File: config.mk
export PLATFORM = sky130hd
export DESIGN_NAME = cmpcnt_timer
export DESIGN_NICKNAME = d
export VERILOG_FILES = /design/src/rtl/cmpcnt_pkg.sv /design/src/rtl/cmpcnt_prescale.sv /design/src/rtl/cmpcnt_counter.sv /design/src/rtl/cmpcnt_match.sv /design/src/rtl/cmpcnt_timer.sv
export SDC_FILE = /design/constraint.sdc
export NUM_CORES = 1
export LEC_CHECK = 0
export BUFFER_PORTS_ARGS = -buffer_cell sky130_fd_sc_hd__buf_4
export CAP_MARGIN = 5
export CORE_ASPECT_RATIO = 1.2
export CORE_MARGIN = 8
export CORE_UTILIZATION = 35
export DETAILED_ROUTE_END_ITERATION = 8
export PLACE_DENSITY = 0.6
export SYNTH_ARGS = -nofsm -noshare
export SYNTH_HDL_FRONTEND = slang
export SYNTH_SLANG_ARGS = --single-unit
File: constraint.sdc
create_clock -name clk -period 2.9 [get_ports clk]
set_input_delay 0.145 -clock clk [delete_from_list [all_inputs] [get_ports clk]]
set_output_delay 0.145 -clock clk [all_outputs]
set_load 0.02 [all_outputs]
File: src/rtl/cmpcnt_pkg.sv
package cmpcnt_pkg;
  typedef enum logic {
    SEL_COUNT   = 1'b0,
    SEL_COMPARE = 1'b1
  } reg_sel_e;
endpackage

File: src/rtl/cmpcnt_prescale.sv
module cmpcnt_prescale #(
  parameter int DIV = 2
) (
  input  logic clk,
  input  logic rst_n,
  input  logic run,
  input  logic restart,
  output logic tick
);
  generate
    if (DIV <= 1) begin : g_nodiv
      assign tick = run;
    end else begin : g_div
      localparam int PW = $clog2(DIV);
      localparam logic [PW-1:0] LAST = PW'(DIV - 1);
      logic [PW-1:0] ph_q;

      always_ff @(posedge clk or negedge rst_n) begin
        if (!rst_n)          ph_q <= '0;
        else if (restart)    ph_q <= '0;
        else if (run)        ph_q <= (ph_q == LAST) ? '0 : ph_q + PW'(1);
      end

      assign tick = run && (ph_q == LAST);

      // ticks are never on consecutive clocks
      a_r2_no_back_to_back: assert property (@(posedge clk) disable iff (!rst_n)
        tick |=> !tick);
      // no tick in the clock right after a phase restart
      a_r5_restart_gap: assert property (@(posedge clk) disable iff (!rst_n)
        restart |=> !tick);
    end
  endgenerate
endmodule

File: src/rtl/cmpcnt_counter.sv
module cmpcnt_counter #(
  parameter int W = 32
) (
  input  logic         clk,
  input  logic         rst_n,
  input  logic         wr,
  input  logic [W-1:0] wr_data,
  input  logic         tick,
  output logic [W-1:0] cnt_q,
  output logic         step,
  output logic [W-1:0] nxt
);
  assign step = tick && !wr;
  assign nxt  = cnt_q + W'(1);

  always_ff @(posedge clk or negedge rst_n) begin
    if (!rst_n)    cnt_q <= '0;
    else if (wr)   cnt_q <= wr_data;
    else if (step) cnt_q <= nxt;
  end

  // without a write the counter either holds or moves up by one
  a_r2_step_by_one: assert property (@(posedge clk) disable iff (!rst_n)
    !wr |=> (cnt_q == $past(cnt_q)) || (cnt_q == $past(cnt_q) + W'(1)));
  // a written value always wins
  a_r5_write_wins: assert property (@(posedge clk) disable iff (!rst_n)
    wr |=> cnt_q == $past(wr_data));
  // no tick and no write means no change
  a_r6_hold_idle: assert property (@(posedge clk) disable iff (!rst_n)
    (!wr && !tick) |=> $stable(cnt_q));
endmodule

File: src/rtl/cmpcnt_match.sv
module cmpcnt_match #(
  parameter int W = 32
) (
  input  logic         clk,
  input  logic         rst_n,
  input  logic         cmp_wr,
  input  logic [W-1:0] wr_data,
  input  logic         step,
  input  logic [W-1:0] nxt,
  output logic [W-1:0] cmp_q,
  output logic         irq
);
  always_ff @(posedge clk or negedge rst_n) begin
    if (!rst_n)      cmp_q <= '1;
    else if (cmp_wr) cmp_q <= wr_data;
  end

  always_ff @(posedge clk or negedge rst_n) begin
    if (!rst_n)                     irq <= 1'b0;
    else if (cmp_wr)                irq <= 1'b0;
    else if (step && nxt == cmp_q)  irq <= 1'b1;
  end

  // the interrupt is sticky until a compare write
  a_r3_sticky: assert property (@(posedge clk) disable iff (!rst_n)
    (irq && !cmp_wr) |=> irq);
  // a compare write clears the interrupt
  a_r4_clear_on_cmp: assert property (@(posedge clk) disable iff (!rst_n)
    cmp_wr |=> !irq);
  // only an increment can raise the interrupt
  a_r10_set_needs_step: assert property (@(posedge clk) disable iff (!rst_n)
    (!irq && !step) |=> !irq);
endmodule

File: src/rtl/cmpcnt_timer.sv
module cmpcnt_timer
  import cmpcnt_pkg::*;
#(
  parameter int CNT_W = 32,
  parameter int DIV   = 2
) (
  input  logic             clk,
  input  logic             rst_n,
  input  logic             wr_en,
  input  logic             wr_sel,
  input  logic [CNT_W-1:0] wr_data,
  input  logic             cnt_halt,
  input  logic             dbg_mode,
  input  logic             dbg_freeze,
  output logic [CNT_W-1:0] cnt_q,
  output logic [CNT_W-1:0] cmp_q,
  output logic             tmr_irq
);
  reg_sel_e          sel;
  logic              cnt_wr, cmp_wr, run, tick, step;
  logic [CNT_W-1:0]  nxt;

  assign sel    = reg_sel_e'(wr_sel);
  assign cnt_wr = wr_en && (sel == SEL_COUNT);
  assign cmp_wr = wr_en && (sel == SEL_COMPARE);
  assign run    = !cnt_halt && !(dbg_mode && dbg_freeze);

  cmpcnt_prescale #(.DIV(DIV)) u_pre (
    .clk(clk), .rst_n(rst_n), .run(run), .restart(cnt_wr), .tick(tick)
  );

  cmpcnt_counter #(.W(CNT_W)) u_cnt (
    .clk(clk), .rst_n(rst_n), .wr(cnt_wr), .wr_data(wr_data),
    .tick(tick), .cnt_q(cnt_q), .step(step), .nxt(nxt)
  );

  cmpcnt_match #(.W(CNT_W)) u_match (
    .clk(clk), .rst_n(rst_n), .cmp_wr(cmp_wr), .wr_data(wr_data),
    .step(step), .nxt(nxt), .cmp_q(cmp_q), .irq(tmr_irq)
  );

  // debug freeze holds the counter unless software writes it
  a_r7_debug_freeze: assert property (@(posedge clk) disable iff (!rst_n)
    (dbg_mode && dbg_freeze && !cnt_wr) |=> $stable(cnt_q));
  // a compare write does not disturb a frozen counter
  a_r9_cmp_write_isolated: assert property (@(posedge clk) disable iff (!rst_n)
    (cmp_wr && cnt_halt) |=> $stable(cnt_q));
endmodule

==> impl_metrics.ini, run 1 <==
[routing]
routed_via_density = 5.06
ant_nets = 0
drc_errors = 0
drt_iter0_drc = 109
via_count = 3495
wl_um = 12400
wl_per_cell_um = 17.9
drt_pass1_iterations = 4

[sta]
setup_viol = 0
drv_slew = 0
timing.slew.headroom_pct = 42.5
min_period_ns = 2.60
finalCritPeriodShare_pct = 89.7
rsz0062_at_grt = false
setup_tns_ns = 0
worst_pin_slew_ns = 0.862
finalHoldViolations = 0
fin_skew_ns = 0.00684
fmax_ghz = 0.384

[synthesis]
yosys.cell_types.count = 45
synth_edf_count = 0
syn_avg_cell_area_sq_um = 9.59
yosysWarnings = 0
ys_seq_elements = 66
synthArstFlopShare_pct = 100
netlist.area_leader.share_pct = 20.5
synth_ff_type = dfrtp_1
synth_area_leader_cell = dfrtp_1
synth_area_sq_um = 4140
syn_inst = 432
syn_nets = 472
yosysSeqAreaShare_pct = 40.8
synthTopCellsByArea = dfrtp_1, dfstp_2, xnor2_1, mux2_2, xor2_1

[floorplan]
dieArea_sq_um = 15600
start_util_pct = 35.8
num_rows = 43
floorplan.core_area_sq_um = 11600
ios = 104
die-height_um = 135
die_width_um = 115

[grt]
grt_pass1_wl_um = 20100
grt_max_degree = 67
overflow = 0
grt_pass1_vias = 3734
grtUsageTotal_pct = 16.5
grt_antenna_before_repair = 0

[worst_setup_path]
critical_path_class = reg2reg
cpPeakStageDelay_ns = 0.46
start_kind = register
required_ns = 3.12
endpoint_kind = register
cp_top_family = simple AND/OR/NAND/NOR gates
crit_path_cell_trace = ha_1 -> nand4_4 -> nor4_4 -> nand4_1 -> mux2_1 -> a21oi_1 -> nor4_1 -> a32o_1
critPathBufInv = 0
crit_path_top_delay_cell = dfrtp_1
cp_max_fo = 8
cp.arrival_ns = 2.82

[flow_run]
cap_violations = 0

[place]
numPortBuffers = 103
dp_hpwl_um = 9540
gp_congestion = 0.869

[finish]
fin_nets = 569
drive_above_1_share_pct = 36.9
antennaDiodeCount = 0
syn_to_final_growth_pct = 30.1

[clock_network]
clk_pin_slew_ns = 0.06
htreeDepth = 3
cts_tree = built
cts.path.max_buffers = 2
insertion_delay_ns = 0.33
post_cts_buffers = 0
cts_sinks = 66
cts-root-buf = clkbuf_16
numCtsBuffers = 9

[status]
outcome = complete, no violations

[power_and_ir_drop]
leakage_uw = 0.00213
p_total_uw = 3530
p_per_area_nw_per_um2 = 655
ir_worst_vdd_mv = 0.306

[hold_path]
hold_path_class = in2reg
==> worst paths after layout <==
kind	startpoint	to	slack, ns	depth (start not counted)
hold reg to reg	u_match.irq$_DFFE_PN0P_	u_match.irq$_DFFE_PN0P_	0.53	1
max in group asynchronous	rst_n	u_cnt.cnt_q[1]$_DFFE_PN0P_	1.86	2
setup / recovery	u_cnt.cnt_q[1]$_DFFE_PN0P_	u_match.irq$_DFFE_PN0P_	0.30	8
setup reg to reg	u_cnt.cnt_q[1]$_DFFE_PN0P_	u_match.irq$_DFFE_PN0P_	0.30	8
min in group asynchronous	rst_n	u_cnt.cnt_q[17]$_DFFE_PN0P_	0.47	2
hold / removal	wr_data[25]	u_cnt.cnt_q[25]$_DFFE_PN0P_	0.02	3
==> stage by stage <==
step	cells	area [sq um]	util [%]	hold slack, ns	setup slack [ns]
2_1_floorplan	432	4140	-	-0.151	0.391
6_report	691	5390	46.6	0.0187	0.299
5_1_grt	691	5390	46.6	0.0182	0.0129
3_5_place_dp	674	5060	43.7	0.309	0.269
3_3_place_gp	674	5060	43.7	0.310	0.404
4_1_cts	691	5380	46.5	0.0120	0.267
==> where the power goes <==
group          switching (uW)  internal [uW]  total (uW)
registers                 230           1110        1340
logic                     555            492        1050
clock network             388            760        1150
total                    1170           2360        3530
==> cell type report <==
type	instances	area (sq um)
repair buffers	111	836
clock buffers	15	288
well taps	157	196
flip-flops and latches	66	1690
fillers	1136	6180
inverters	4	15.0
multi-input cells	337	2330
clock inverters	1	30.0
==> cells in the mapped netlist (all sizes together) (7+ instances only) <==
| master | instances |
|---|---|
| nor3 | 12 |
| clkbuf | 10 |
| a21oi | 7 |
| dfrtp | 34 |
| nand3 | 17 |
| nand2 | 54 |
| nand4 | 21 |
| buf | 15 |
| nor2 | 22 |
| xnor2 | 54 |
| dfstp | 32 |
| nor4 | 9 |
| o21ai | 36 |
| xor2 | 26 |
| and3 | 8 |
| mux2 | 33 |
==> per-layer routing <==
metal	wire [um]	track usage, %	up-vias
met5	0	0	-
met4	269	6.14	0
met3	736	5.22	18
met2	6360	28.1	85
met1	5020	18.9	1670
li1	-	-	1722
==> layout by cell type, fill, tap and decap left out, types with 7 or more instances in the layout <==
master     netlist  layout
xnor2_1         54      54
mux2_2          32      32
dfstp_2         32      32
nand2_1         54      54
and3_1           8       8
dfrtp_1         34      34
xor2_1          26      26
a21oi_1          7       7
nand4_1         20      20
nand3_1         16      16
nor3_1          11      11
buf_4            2     110
clkbuf_16        0       9
nor2_1          22      22
o21ai_0         36      36
==> timing repair <==
action	4_1_cts	5_1_grt
hold buffers	1	0
setup endpoints to repair	0	1
endpoints found under the hold margin	34	0
gates resized for setup	0	1
==> state kept, by name, summed over array words and instances (netlist names) <==
| register | count |
|---|---|
| u_cnt.cnt_q | 32 |
| u_match.cmp_q | 32 |
| u_match.irq | 1 |
| u_pre.g_div.ph_q | 1 |
==> worst reg2reg max path: cells and delay by family (launching register included) <==
family | cells | cell delay [ns]
flops | 1 | 0.46
compound gates | 2 | 0.40
simple gates | 4 | 0.92
fa+ha+maj | 1 | 0.37
mux | 1 | 0.34
==> logic make-up (layout without fill, tap and decap cells) <==
logic type,after synthesis,count (layout),share of synthesized area (%)
and+or+nand+nor,164,164,21.4
xor gates and xnor gates,80,80,16.9
DFF,66,66,40.8
AOI/OAI and AO/OA,58,58,8.12
muxes,34,34,9.21
buffers and inverters,29,131,3.17
adders and majority gates,1,1,0.302
Note: power is estimated with default switching activity, not from simulation.
==> inputs of run 2 (changes only) <==
--- a/config.mk
+++ b/config.mk
@@ -8,9 +8,10 @@
 export BUFFER_PORTS_ARGS = -buffer_cell sky130_fd_sc_hd__buf_4
 export CAP_MARGIN = 5
 export CORE_ASPECT_RATIO = 1.2
-export CORE_MARGIN = 8
+export CORE_MARGIN = 5
 export CORE_UTILIZATION = 35
 export DETAILED_ROUTE_END_ITERATION = 8
+export GPL_TIMING_DRIVEN = 0
 export PLACE_DENSITY = 0.6
 export SYNTH_ARGS = -nofsm -noshare
 export SYNTH_HDL_FRONTEND = slang
==> run 2 against run 1 <==
Net effect: clock-buffer cell count down 1; sequential share of layout area down 0.27 points; routed wire length down 1.3%; clock skew down 0.0021 ns.
==> impl_metrics.ini, run 2 (synthesized netlist as in run 1, its figures left out) <==
[place]
dpl-instance-area_sq_um = 5110
gp_congestion = 0.872
numPortBuffers = 103
place_worst_setup_slack_ns = 0.0349
dp_hpwl_um = 9290

[sta]
setup_viol = 0
fin_skew_ns = 0.00469
rsz0062_at_grt = false
setup_tns_ns = 0
timing.slew.headroom_pct = 43.4
final.setup.worst_slack_ns = 0.198
min_period_ns = 2.70
worst_pin_slew_ns = 0.849
fmax_ghz = 0.370
drv_slew = 0
finalCritPeriodShare_pct = 93.2
finalHoldViolations = 0

[grt]
overflow = 0
grt_antenna_before_repair = 0
grt_pass1_vias = 3653
grtUsageTotal_pct = 17.9
grt_pass1_wl_um = 19200
grt_max_degree = 67

[worst_setup_path]
crit_path_cell_trace = ha_1 -> clkbuf_2 -> nand4_4 -> nor4_4 -> buf_4 -> nand4_1 -> mux2_1 -> a21oi_1 -> nor4_1 -> a32o_1
start_kind = register
cp_top_family = simple AND/OR/NAND/NOR gates
cpPeakStageDelay_ns = 0.52
critical_path_class = reg2reg
required_ns = 3.13
cp.arrival_ns = 2.93
cp_max_fo = 8
endpoint_kind = register
critPathBufInv = 2
crit_path_top_delay_cell = dfrtp_1

[hold_path]
hold_path_class = in2reg

[power_and_ir_drop]
swShare_pct = 34.2
leakage_uw = 0.00218
clock_power_share_pct = 30.1
ir_worst_vdd_mv = 0.260
p_int_uw = 2260
sequentialPowerShare_pct = 37.9
p_switching_uw = 1170
power_frac_comb_pct = 32.0
p_per_area_nw_per_um2 = 630

[routing]
drt_iter0_drc = 179
drc_errors = 0
routed_via_density = 5.12
drt_pass1_iterations = 4
wl_per_cell_um = 17.2
ant_nets = 0
via_count = 3643
wl_um = 12200

[floorplan]
ios = 104
dieArea_sq_um = 14100
start_util_pct = 35.8
die_width_um = 109
num_rows = 43
die-height_um = 129
floorplan.core_area_sq_um = 11600

[finish]
final_core_util_pct = 47.0
reg.largest.list = u_cnt.cnt_q: 32 flops, u_match.cmp_q: 32 flops
final_common_cell = buf_4
antennaDiodeCount = 0
multi_input_area_sq_um = 2330
register_area_sq_um = 1690
mostFrequentLayoutCells = buf_4, nand2_1, xnor2_1, o21ai_0, dfrtp_1
drive_above_1_share_pct = 37.0
fin_area_sq_um = 5440
syn_to_final_growth_pct = 31.2
fin_nets = 589
fillers = 1111

[status]
outcome = complete, no violations

[clock_network]
cts_tree = built
cts_sinks = 66
numCtsBuffers = 9
cts.path.max_buffers = 2
htreeDepth = 3
insertion_delay_ns = 0.34
clk_pin_slew_ns = 0.06
cts-root-buf = clkbuf_16

[flow_run]
cap_violations = 0
==> run 2: cell count changes in the layout (fill, tap and decap cells not counted), moves of 2 or more <==
cell,delta
buf_4,-3
clkbuf_2,+2
buf_1,+3
clkbuf_1,+8
buf_2,+10
clkinv_2,+2
==> run 2: layout make-up <==
cell class / instances / share of cell area, %
timing repair buffer: 106 / 14.7
clock inverter: 2 / 0.184
inverter: 4 / 0.276
multi-input combinational: 337 / 42.9
tap: 157 / 3.61
buffer: 25 / 2.14
sequential: 66 / 31.1
clock buffer: 14 / 5.04
==> run 2: final timing paths <==
path,end,slack [ns],cells after the start,start
setup reg to reg,u_match.irq$_DFFE_PN0P_,0.20,10,u_cnt.cnt_q[0]$_DFFE_PN0P_
hold / removal,u_cnt.cnt_q[26]$_DFFE_PN0P_,0.02,3,wr_data[26]
hold reg to reg,u_match.irq$_DFFE_PN0P_,0.53,1,u_match.irq$_DFFE_PN0P_
max in group asynchronous,u_cnt.cnt_q[13]$_DFFE_PN0P_,1.87,2,rst_n
setup / recovery,u_match.irq$_DFFE_PN0P_,0.20,10,u_cnt.cnt_q[0]$_DFFE_PN0P_
min in group asynchronous,u_cnt.cnt_q[18]$_DFFE_PN0P_,0.44,2,rst_n
==> run 2: worst register-to-register path: stages, from the launching register on <==
cell and delay, ns:
dfrtp_1 0.52, ha_1 0.21, clkbuf_2 0.21, nand4_4 0.23
nor4_4 0.19, buf_4 0.18, nand4_1 0.13, mux2_1 0.35
a21oi_1 0.22, nor4_1 0.10, a32o_1 0.26
==> run 2: power groups by stage <==
stage / Combinational, uW / Sequential (uW) / Clock [uW]
global placement: 1090 / 1300 / 0
CTS: 1110 / 1300 / 1060
finish: 1100 / 1300 / 1030
global route: 1180 / 1320 / 1090
detailed placement: 1100 / 1310 / 0
floorplan: 520 / 1430 / 0
==> run 2: metal layers <==
layer	GRT usage, %	vias up	routed length, um
met3	4.68	19	758
met5	0	-	0
met2	30.9	107	6250
met1	21.2	1756	4940
met4	6.68	0	264
li1	-	1761	-
==> run 2: metrics by stage <==
stage               std cells  hold slack [ns]  total power (uW)
global placement          692            0.300              2390
detailed placement        692            0.312              2410
CTS                       709          0.00769              3460
global route              711           0.0271              3600
floorplan                 432           -0.151              1950
finish                    711           0.0216              3430
==> run 2: repair_timing <==
| action | CTS | global route |
|---|---|---|
| endpoints found under the setup margin | 0 | 1 |
| gates resized for setup | 0 | 2 |
| buffers inserted | 0 | 2 |
| endpoints found under the hold margin | 34 | 0 |
| hold buffers | 1 | 0 |
==> inputs of run 3 (changes only) <==
--- a/config.mk
+++ b/config.mk
@@ -9,10 +9,10 @@
 export CAP_MARGIN = 5
 export CORE_ASPECT_RATIO = 1.2
 export CORE_MARGIN = 5
-export CORE_UTILIZATION = 35
+export CORE_UTILIZATION = 40
 export DETAILED_ROUTE_END_ITERATION = 8
 export GPL_TIMING_DRIVEN = 0
-export PLACE_DENSITY = 0.6
+export PLACE_DENSITY = 0.67
 export SYNTH_ARGS = -nofsm -noshare
 export SYNTH_HDL_FRONTEND = slang
 export SYNTH_SLANG_ARGS = --single-unit
==> run 3 against run 2 <==
Net effect: combinational power is essentially flat; worst setup slack improved by 0.010 ns; cell area fell by 0.64%; largest cell class unchanged; largest power group unchanged; highest routed layer unchanged.
==> impl_metrics.ini, run 3 (synthesized netlist as in run 1, its figures left out) <==
[routing]
wl_um = 11800
wl_per_cell_um = 17.4
routed_via_density = 5.37
drt_iter0_drc = 191
ant_nets = 0
via_count = 3642
drt_pass1_iterations = 4
drc_errors = 0

[sta]
min_period_ns = 2.69
drv_slew = 0
hold_ws_ns = 0.0114
fmax_ghz = 0.371
finalCritPeriodShare_pct = 92.8
setup_viol = 0
finalHoldViolations = 0
fin_skew_ns = 0.0101
worst_pin_slew_ns = 0.831
rsz0062_at_grt = false
setup_tns_ns = 0
timing.slew.headroom_pct = 44.6

[hold_path]
hold_path_class = in2reg

[clock_network]
cts.path.max_buffers = 2
htreeDepth = 3
cts_sinks = 66
numCtsBuffers = 9
clk_pin_slew_ns = 0.06
post_cts_buffers = 0
cts-root-buf = clkbuf_16
insertion_delay_ns = 0.34
cts_tree = built

[worst_setup_path]
crit_start = u_cnt.cnt_q[0]$_DFFE_PN0P_
required_ns = 3.13
critical_path_class = reg2reg
crit_end = u_match.irq$_DFFE_PN0P_
r2r_slack_ns = 0.21
cp_max_fo = 8
endpoint_kind = register
start_kind = register
reg2reg_to = u_match.irq$_DFFE_PN0P_
reg2reg_depth = 9
cp.arrival_ns = 2.92
r2r_start = u_cnt.cnt_q[0]$_DFFE_PN0P_

[finish]
reg.largest.list = u_cnt.cnt_q: 32 flops, u_match.cmp_q: 32 flops
final_common_cell = buf_4
mostFrequentLayoutCells = buf_4, nand2_1, xnor2_1, o21ai_0, dfrtp_1
fin_cells = 678
drive_above_1_share_pct = 37.0
antennaDiodeCount = 0
syn_to_final_growth_pct = 30.4
fin_nets = 587

[place]
dp_hpwl_um = 8910
gp_congestion = 0.853
numPortBuffers = 103
dp_cells = 661

[grt]
grt_pass1_wl_um = 18700
grtUsageTotal_pct = 19.1
grt_antenna_before_repair = 0
overflow = 0
grt_pass1_vias = 3671
grt_max_degree = 67

[power_and_ir_drop]
p_total_uw = 3540
p_int_uw = 2360
p_per_area_nw_per_um2 = 656
ir_worst_vdd_mv = 0.440
p_switching_uw = 1180
leakage_uw = 0.00216
clock_power_share_pct = 32.4
power_frac_comb_pct = 30.9
swShare_pct = 33.4
sequentialPowerShare_pct = 36.7

[floorplan]
num_rows = 40
start_util_pct = 41.2
die_width_um = 103
die-height_um = 121
floorplan.core_area_sq_um = 10100
ios = 104
dieArea_sq_um = 12500

[status]
outcome = complete, no violations

[flow_run]
cap_violations = 0
==> run 3: how the worst min path moves through the flow <==
stage	start	cells past startpoint	slack (ns)	to
6_report	wr_data[24]	3	0.01	u_cnt.cnt_q[24]$_DFFE_PN0P_
3_5_place_dp	rst_n	1	0.30	u_cnt.cnt_q[0]$_DFFE_PN0P_
2_1_floorplan	rst_n	0	-0.15	u_cnt.cnt_q[0]$_DFFE_PN0P_
4_1_cts	wr_data[24]	3	0.01	u_cnt.cnt_q[24]$_DFFE_PN0P_
3_3_place_gp	rst_n	1	0.29	u_cnt.cnt_q[0]$_DFFE_PN0P_
5_1_grt	wr_data[24]	3	0.03	u_cnt.cnt_q[24]$_DFFE_PN0P_
==> run 3: through the flow <==
stage | util [%] | setup WS [ns] | instance area, sq um
finish | 53.7 | 0.208 | 5400
global route | 53.7 | 0.0455 | 5400
CTS | 53.6 | 0.0925 | 5400
detailed placement | 50.4 | 0.116 | 5070
global placement | 50.4 | 0.115 | 5070
floorplan | - | 0.391 | 4140
==> run 3: per-layer routing <==
layer / GRT usage (%) / wire length, um / up-vias
met1: 22.8 / 4670 / 1759
li1: - / - / 1759
met3: 5.18 / 740 / 19
met4: 7.29 / 327 / 0
met5: 0 / 0 / -
met2: 32.3 / 6040 / 105
==> run 3: power groups by stage <==
| stage | Combinational, uW | Clock [uW] | Sequential [uW] |
|---|---|---|---|
| after detailed placement | 1090 | 0 | 1310 |
| after global routing | 1180 | 1200 | 1320 |
| after floorplan | 520 | 0 | 1430 |
| after global placement | 1080 | 0 | 1300 |
| after CTS | 1100 | 1160 | 1300 |
| final | 1090 | 1150 | 1300 |
==> run 3: what timing repair did <==
item                                    4_1_cts  5_1_grt
hold buffers                                  1        0
resized for setup                             0        1
endpoints found under the setup margin        0        1
endpoints found under the hold margin        34        0
==> run 3: final cells by class <==
type,instances,area (sq um)
clock inverters,6,82.6
multi-input cells,337,2330
clock buffers,10,229
inverters,4,15.0
repair buffers,104,783
well taps,126,158
flip-flops and latches,66,1690
fillers,942,4660
plain buffers,25,116
==> run 3: worst max-delay path: stages (launching register included) <==
cell and delay (ns):
dfrtp_1 0.52, ha_1 0.21, clkbuf_2 0.19, nand4_4 0.21, nor4_4 0.35, nand4_1 0.19
mux2_1 0.34, a21oi_1 0.22, nor4_1 0.09, a32o_1 0.26
